### config.mk
export PLATFORM = sky130hd
export DESIGN_NAME = ctl_stage_chain
export DESIGN_NICKNAME = d
export VERILOG_FILES = /design/src/rtl/ctl_stage_chain.sv
export SDC_FILE = /design/constraint.sdc
export NUM_CORES = 1
export LEC_CHECK = 0
export CORE_MARGIN = 4
export CORE_UTILIZATION = 39
export DETAILED_ROUTE_END_ITERATION = 6
export PLACE_DENSITY = 0.9
export SLEW_MARGIN = 20
export SYNTH_ARGS = -nofsm -noshare
export SYNTH_HDL_FRONTEND = slang
export SYNTH_SLANG_ARGS = --single-unit
export TNS_END_PERCENT = 5
### constraint.sdc
create_clock -name clk -period 2.2 [get_ports clk]
set_input_delay 0.44 -clock clk [delete_from_list [all_inputs] [get_ports clk]]
set_output_delay 0.44 -clock clk [all_outputs]
set_load 0.01 [all_outputs]
### src/rtl/ctl_stage_chain.sv
module ctl_stage_chain #(
  parameter int IW  = 32,
  parameter int OPW = 6,
  parameter int IMW = 16
) (
  input  logic          clk,
  input  logic          rst,
  input  logic [IW-1:0] fetch_instr,
  output logic [IW-1:0] id_instr,
  output logic [IW-1:0] ex_imm,
  output logic [5:0]    ex_funct,
  output logic          reg_dst,
  output logic          alu_src,
  output logic [1:0]    alu_op,
  output logic          branch,
  output logic          mem_read,
  output logic          mem_write,
  output logic          reg_write,
  output logic          mem_to_reg
);
  localparam logic [OPW-1:0] OP_RT = OPW'('h00);
  localparam logic [OPW-1:0] OP_LD = OPW'('h23);
  localparam logic [OPW-1:0] OP_ST = OPW'('h2B);
  localparam logic [OPW-1:0] OP_BR = OPW'('h04);

  wire [OPW-1:0] opc = id_instr[IW-1 -: OPW];
  wire is_rt = (opc == OP_RT);
  wire is_ld = (opc == OP_LD);
  wire is_st = (opc == OP_ST);
  wire is_br = (opc == OP_BR);

  wire          d_reg_dst      = is_rt;
  wire          d_alu_src      = is_ld | is_st;
  wire [1:0]    d_alu_op       = {is_rt, is_br};
  wire [IW-1:0] d_ex_imm       = {{(IW-IMW){id_instr[IMW-1]}}, id_instr[IMW-1:0]};
  wire          dd_branch      = is_br;
  wire          dd_mem_read    = is_ld;
  wire          dd_mem_write   = is_st;
  wire          ddd_reg_write  = is_rt | is_ld;
  wire          ddd_mem_to_reg = is_ld;

  logic d_branch, d_mem_read, d_mem_write;
  logic dd_reg_write, dd_mem_to_reg;
  logic d_reg_write, d_mem_to_reg;

  always_ff @(posedge clk) begin
    if (rst) id_instr <= '0;
    else     id_instr <= fetch_instr;
  end

  always_ff @(posedge clk) begin
    if (rst) begin
      reg_dst       <= 1'b0;
      alu_src       <= 1'b0;
      alu_op        <= 2'b00;
      ex_imm        <= '0;
      d_branch      <= 1'b0;
      d_mem_read    <= 1'b0;
      d_mem_write   <= 1'b0;
      dd_reg_write  <= 1'b0;
      dd_mem_to_reg <= 1'b0;
    end else begin
      reg_dst       <= d_reg_dst;
      alu_src       <= d_alu_src;
      alu_op        <= d_alu_op;
      ex_imm        <= d_ex_imm;
      d_branch      <= dd_branch;
      d_mem_read    <= dd_mem_read;
      d_mem_write   <= dd_mem_write;
      dd_reg_write  <= ddd_reg_write;
      dd_mem_to_reg <= ddd_mem_to_reg;
    end
  end

  always_ff @(posedge clk) begin
    if (rst) begin
      branch       <= 1'b0;
      mem_read     <= 1'b0;
      mem_write    <= 1'b0;
      d_reg_write  <= 1'b0;
      d_mem_to_reg <= 1'b0;
    end else begin
      branch       <= d_branch;
      mem_read     <= d_mem_read;
      mem_write    <= d_mem_write;
      d_reg_write  <= dd_reg_write;
      d_mem_to_reg <= dd_mem_to_reg;
    end
  end

  always_ff @(posedge clk) begin
    if (rst) begin
      reg_write  <= 1'b0;
      mem_to_reg <= 1'b0;
    end else begin
      reg_write  <= d_reg_write;
      mem_to_reg <= d_mem_to_reg;
    end
  end

  assign ex_funct = ex_imm[5:0];
endmodule

## After elaboration in Yosys (flattened, before gate mapping)

Index checks and enable logic that the tools add are counted.

| storage, ports and cells | value |
|---|---|
| flip-flop bits (word level) | 62 |
| output and inout bits | 79 |
| bits of input ports | 34 |
| word-level logic and storage cells | 21 |

| cells by class | value |
|---|---|
| bitwise logic cells | 2 |
| reductions and logical operators | 1 |
| equal/unequal tests | 3 |

Operator list:

| cell | number |
|---|---|
| $eq 6x6->1 const B | 2 |
| $eq 6x3->1 const B | 1 |
| $logic_not 6->1 | 1 |
| $or 1x1->1 | 2 |

## Logic depth before layout (Yosys ltp)

| depth | value |
|---|---|
| depth in word-level cells | 2 |
| depth in mapped cells | 3 |
| mapped depth without buffers | 2 |

## Worst setup path before layout

No wires, ideal clock.

| timing path | value |
|---|---|
| kind | register to output |
| from | register, netlist name ex_imm[15] |
| to | output port ex_imm[16] |
| path slack | 963 ps |
| stages on the path, launching flop included | 2 |
| arrival time | 797 ps |
| buffers on the path | 1 |
| data required time | 1,760 ps |
| path through | dfxtp_1 buf_4 |

RTL lines:

| element | RTL line | text |
|---|---|---|
| to (decl) | 10 | `output logic [IW-1:0] ex_imm,` |

No word-level cell between the ends.

## Final worst setup path

| timing path | value |
|---|---|
| from | register, netlist name ex_imm[15] |
| to | output port ex_imm[19] |

No word-level cell between the ends.

==> out/summary.md <==
• result of the run: finished clean
• DIE WIDTH: 77.2 µm
• fin crit share: 0.909
• die height: 77.2 µm
• max-slew violation total from the final report: 0
• startpoint-to-endpoint class of the critical path: reg2out
• final-layout fill cell count: 353
• internal power summed over all cells: 0.00174 W
• setup skew after layout: 0.00454 ns
• maximum number of pins on one net before global-route repair: 58
• library cell contributing the largest single delay on the critical path: clkdlybuf4s50_1
• share of power burned in the clock network: 0.366
• Post-DP HPWL: 2.84 mm
• RSZ-0062 raised after global routing: false
• average cell area after synthesis: 12.0 µm²
• count of hold-fix buffers inserted at cts: 0
• register cell area after layout: 0.00120 mm²
• proportion of total power due to net switching: 0.221
• count of port buffers added during placement: 112
• sequential share of the synthesized area: 0.643
• CP top delay family: buffers and inverters
• cells along the critical path: clkdlybuf4s50_1
• Setup Fix Bufs, Post-CTS: 0
• peak supply drop: 0.000480 V
• peak-usage layer in the global routing report: met2
• placer's final routability congestion estimate: 0.736
• via count of the first global-routing pass: 1,346
• register containing the most flip-flops in the final layout: id_instr
• number of iterations in the first detailed-routing pass: 2
• Area growth, synth to finish: 61.4%
• buffer levels on the longest clock path: 2
• antenna violations before repair: 0
• Worst Hold Slack: 0.436 ns
• proportion of power drawn by flip-flops and latches: 0.516
• sinks on the clock net: 60
• met2 layer usage reported by global route: 0.225
• synthesized instance count: 156
• routed wire length: 3.77 mm
• wire length of the first global-routing pass: 6.20 mm
• Core Util, Final: 0.669
• overflow left after global routing: 0
• core area: 0.00450 mm²
• FMAX: 500 MHz
• cell types occupying the most area after synthesis: dfxtp_1 64%, and2b_1 16%, buf_4 9.7%
• placed cell count: 290
• number of nets in the layout: 283
• count of placed standard cells in the final layout, fillers left out: 306
• combinational cell fraction of total power: 0.118
• post-synthesis register bit count: 60
• Largest stage delay, worst path: 0.63 ns
• Gates resized, CTS repair: 0
• number of vias after detailed routing: 1,292
• Inserted Clock Buffers: 9
• final hold violations: 0
• Worst setup EP type: output port
• Warnings, synthesis: 0
• Worst-path clk slew: 0.06 ns
• Setup crit start kind: register
• GRT Resource Usage Total: 0.135
• power per cell area: 743 mW/mm²
• path type of the worst min-delay path: reg2reg
• die area: 0.00596 mm²
• clock root buffer master: clkbuf_8
• met1 Usage GRT: 0.125
• effective utilization at floorplan: 0.414
• drt first-iter violations: 35
• flip-flop count of the largest register after layout: 32
• Residual DRC: 0
• fraction of final layout cells with drive strength greater than 1: 0.0748
• net count after synthesis: 190
• met3 routing resource usage after global routing: 0.0867
• number of primary I/O pins: 113
• number of antenna cells inserted: 0
• Yosys top cell area share: 0.643
• CTS tree: yes
• Cell variety after synth: 15
• switching power of the nets: 0.000495 W
• transition time at the pin with the least slew margin: 0.753 ns
• worst path bufs/invs: 1
• CP arrival: 1.56 ns
• maximum level of the CTS H-tree: 3
• largest registers: id_instr x32, ex_imm x16
• shortest clock period the worst path allows after layout: 2.00 ns
• leakage power figure: 1.27 nW
• maximum fanout count along the critical path: 17
• count of max-cap constraint violations: 0
• Max transition margin: 0.498
• biggest area consumer among synthesized cells: dfxtp_1
• accumulated negative setup slack: 0 ns
• netlist area before placement: 0.00187 mm²
• multi-input gate area in the final layout: 458 µm²
• endpoint required time on the critical path: 1.76 ns
• later-pin clock latency in the skew report: 0.32 ns
• Site Rows: 24
• register-to-register path setup slack: 1.14 ns
• DR vias/cell: 4.22
• final routed wire length divided by cell count: 12.3 µm
• Routed Antenna Nets: 0
• final setup vio count: 0
path summary, 6_finish.rpt:
kind,endpoint,start,cells past startpoint
min reg2reg,d_reg_write$_SDFF_PP0_,dd_reg_write$_SDFF_PP0_,1
max reg2reg,dd_reg_write$_SDFF_PP0_,id_instr[30]$_SDFF_PP0_,2
min,d_reg_write$_SDFF_PP0_,dd_reg_write$_SDFF_PP0_,1
max,ex_imm[19],ex_imm[15]$_SDFF_PP0_,1
placed cells by master, fill, tap and decap left out, drive strengths merged:
master,n
clkdlybuf4s50,111
dfxtp,60
and2b,40
nor2b,14
clkbuf,11
clkinv,4
nor2,4
or3,2
or4b,1
or4,1
nand3,1
inv,1
nor3,1
a21oi,1
clkinvlp,1
buf,1
through the flow:
stage               cell area, µm²  power (W)  worst slack (ns)
floorplan                     1870    0.00128             0.963
global placement              2840    0.00144             0.574
detailed placement            2840    0.00145             0.505
CTS                           3010    0.00228             0.148
global route                  3010    0.00236            0.0359
finish                        3010    0.00224             0.201
power by group through the flow:
| stage | registers (W) | logic (W) | clock network, W |
|---|---|---|---|
| 2_1_floorplan | 0.00120 | 0.0000841 | 0 |
| 6_report | 0.00115 | 0.000265 | 0.000820 |
| 4_1_cts | 0.00116 | 0.000270 | 0.000850 |
| 3_3_place_gp | 0.00118 | 0.000264 | 0 |
| 5_1_grt | 0.00116 | 0.000284 | 0.000913 |
| 3_5_place_dp | 0.00118 | 0.000268 | 0 |
cell families (layout without fill, tap and decap cells):
group | Yosys count | count (layout) | synth area share
buffers and inverters | 31 | 129 | 0.111
AND/OR/NAND/NOR | 64 | 64 | 0.241
AO/OA/AOI/OAI | 1 | 1 | 0.00469
flip-flops | 60 | 60 | 0.643
Yosys cell counts, drive strengths merged:
library cell / instances
and2b: 40
dfxtp: 60
buf: 24
a21oi: 1
clkbuf: 6
nand3: 1
or4: 1
nor3: 1
or3: 2
inv: 1
nor2b: 14
or4b: 1
nor2: 4
area by class of cell:
class | count | area share
tap | 52 | 0.0216
multi-input combinational | 65 | 0.152
inverter | 1 | 0.00125
clock buffer | 11 | 0.0469
sequential | 60 | 0.399
clock inverter | 5 | 0.00914
timing repair buffer | 112 | 0.370
layer usage:
layer | wire (µm) | up-vias
met1 | 1330 | 567
met3 | 546 | 7
met5 | 0 | -
met4 | 59 | 0
met2 | 1830 | 79
li1 | - | 639
(Power assumes the default switching activity.)
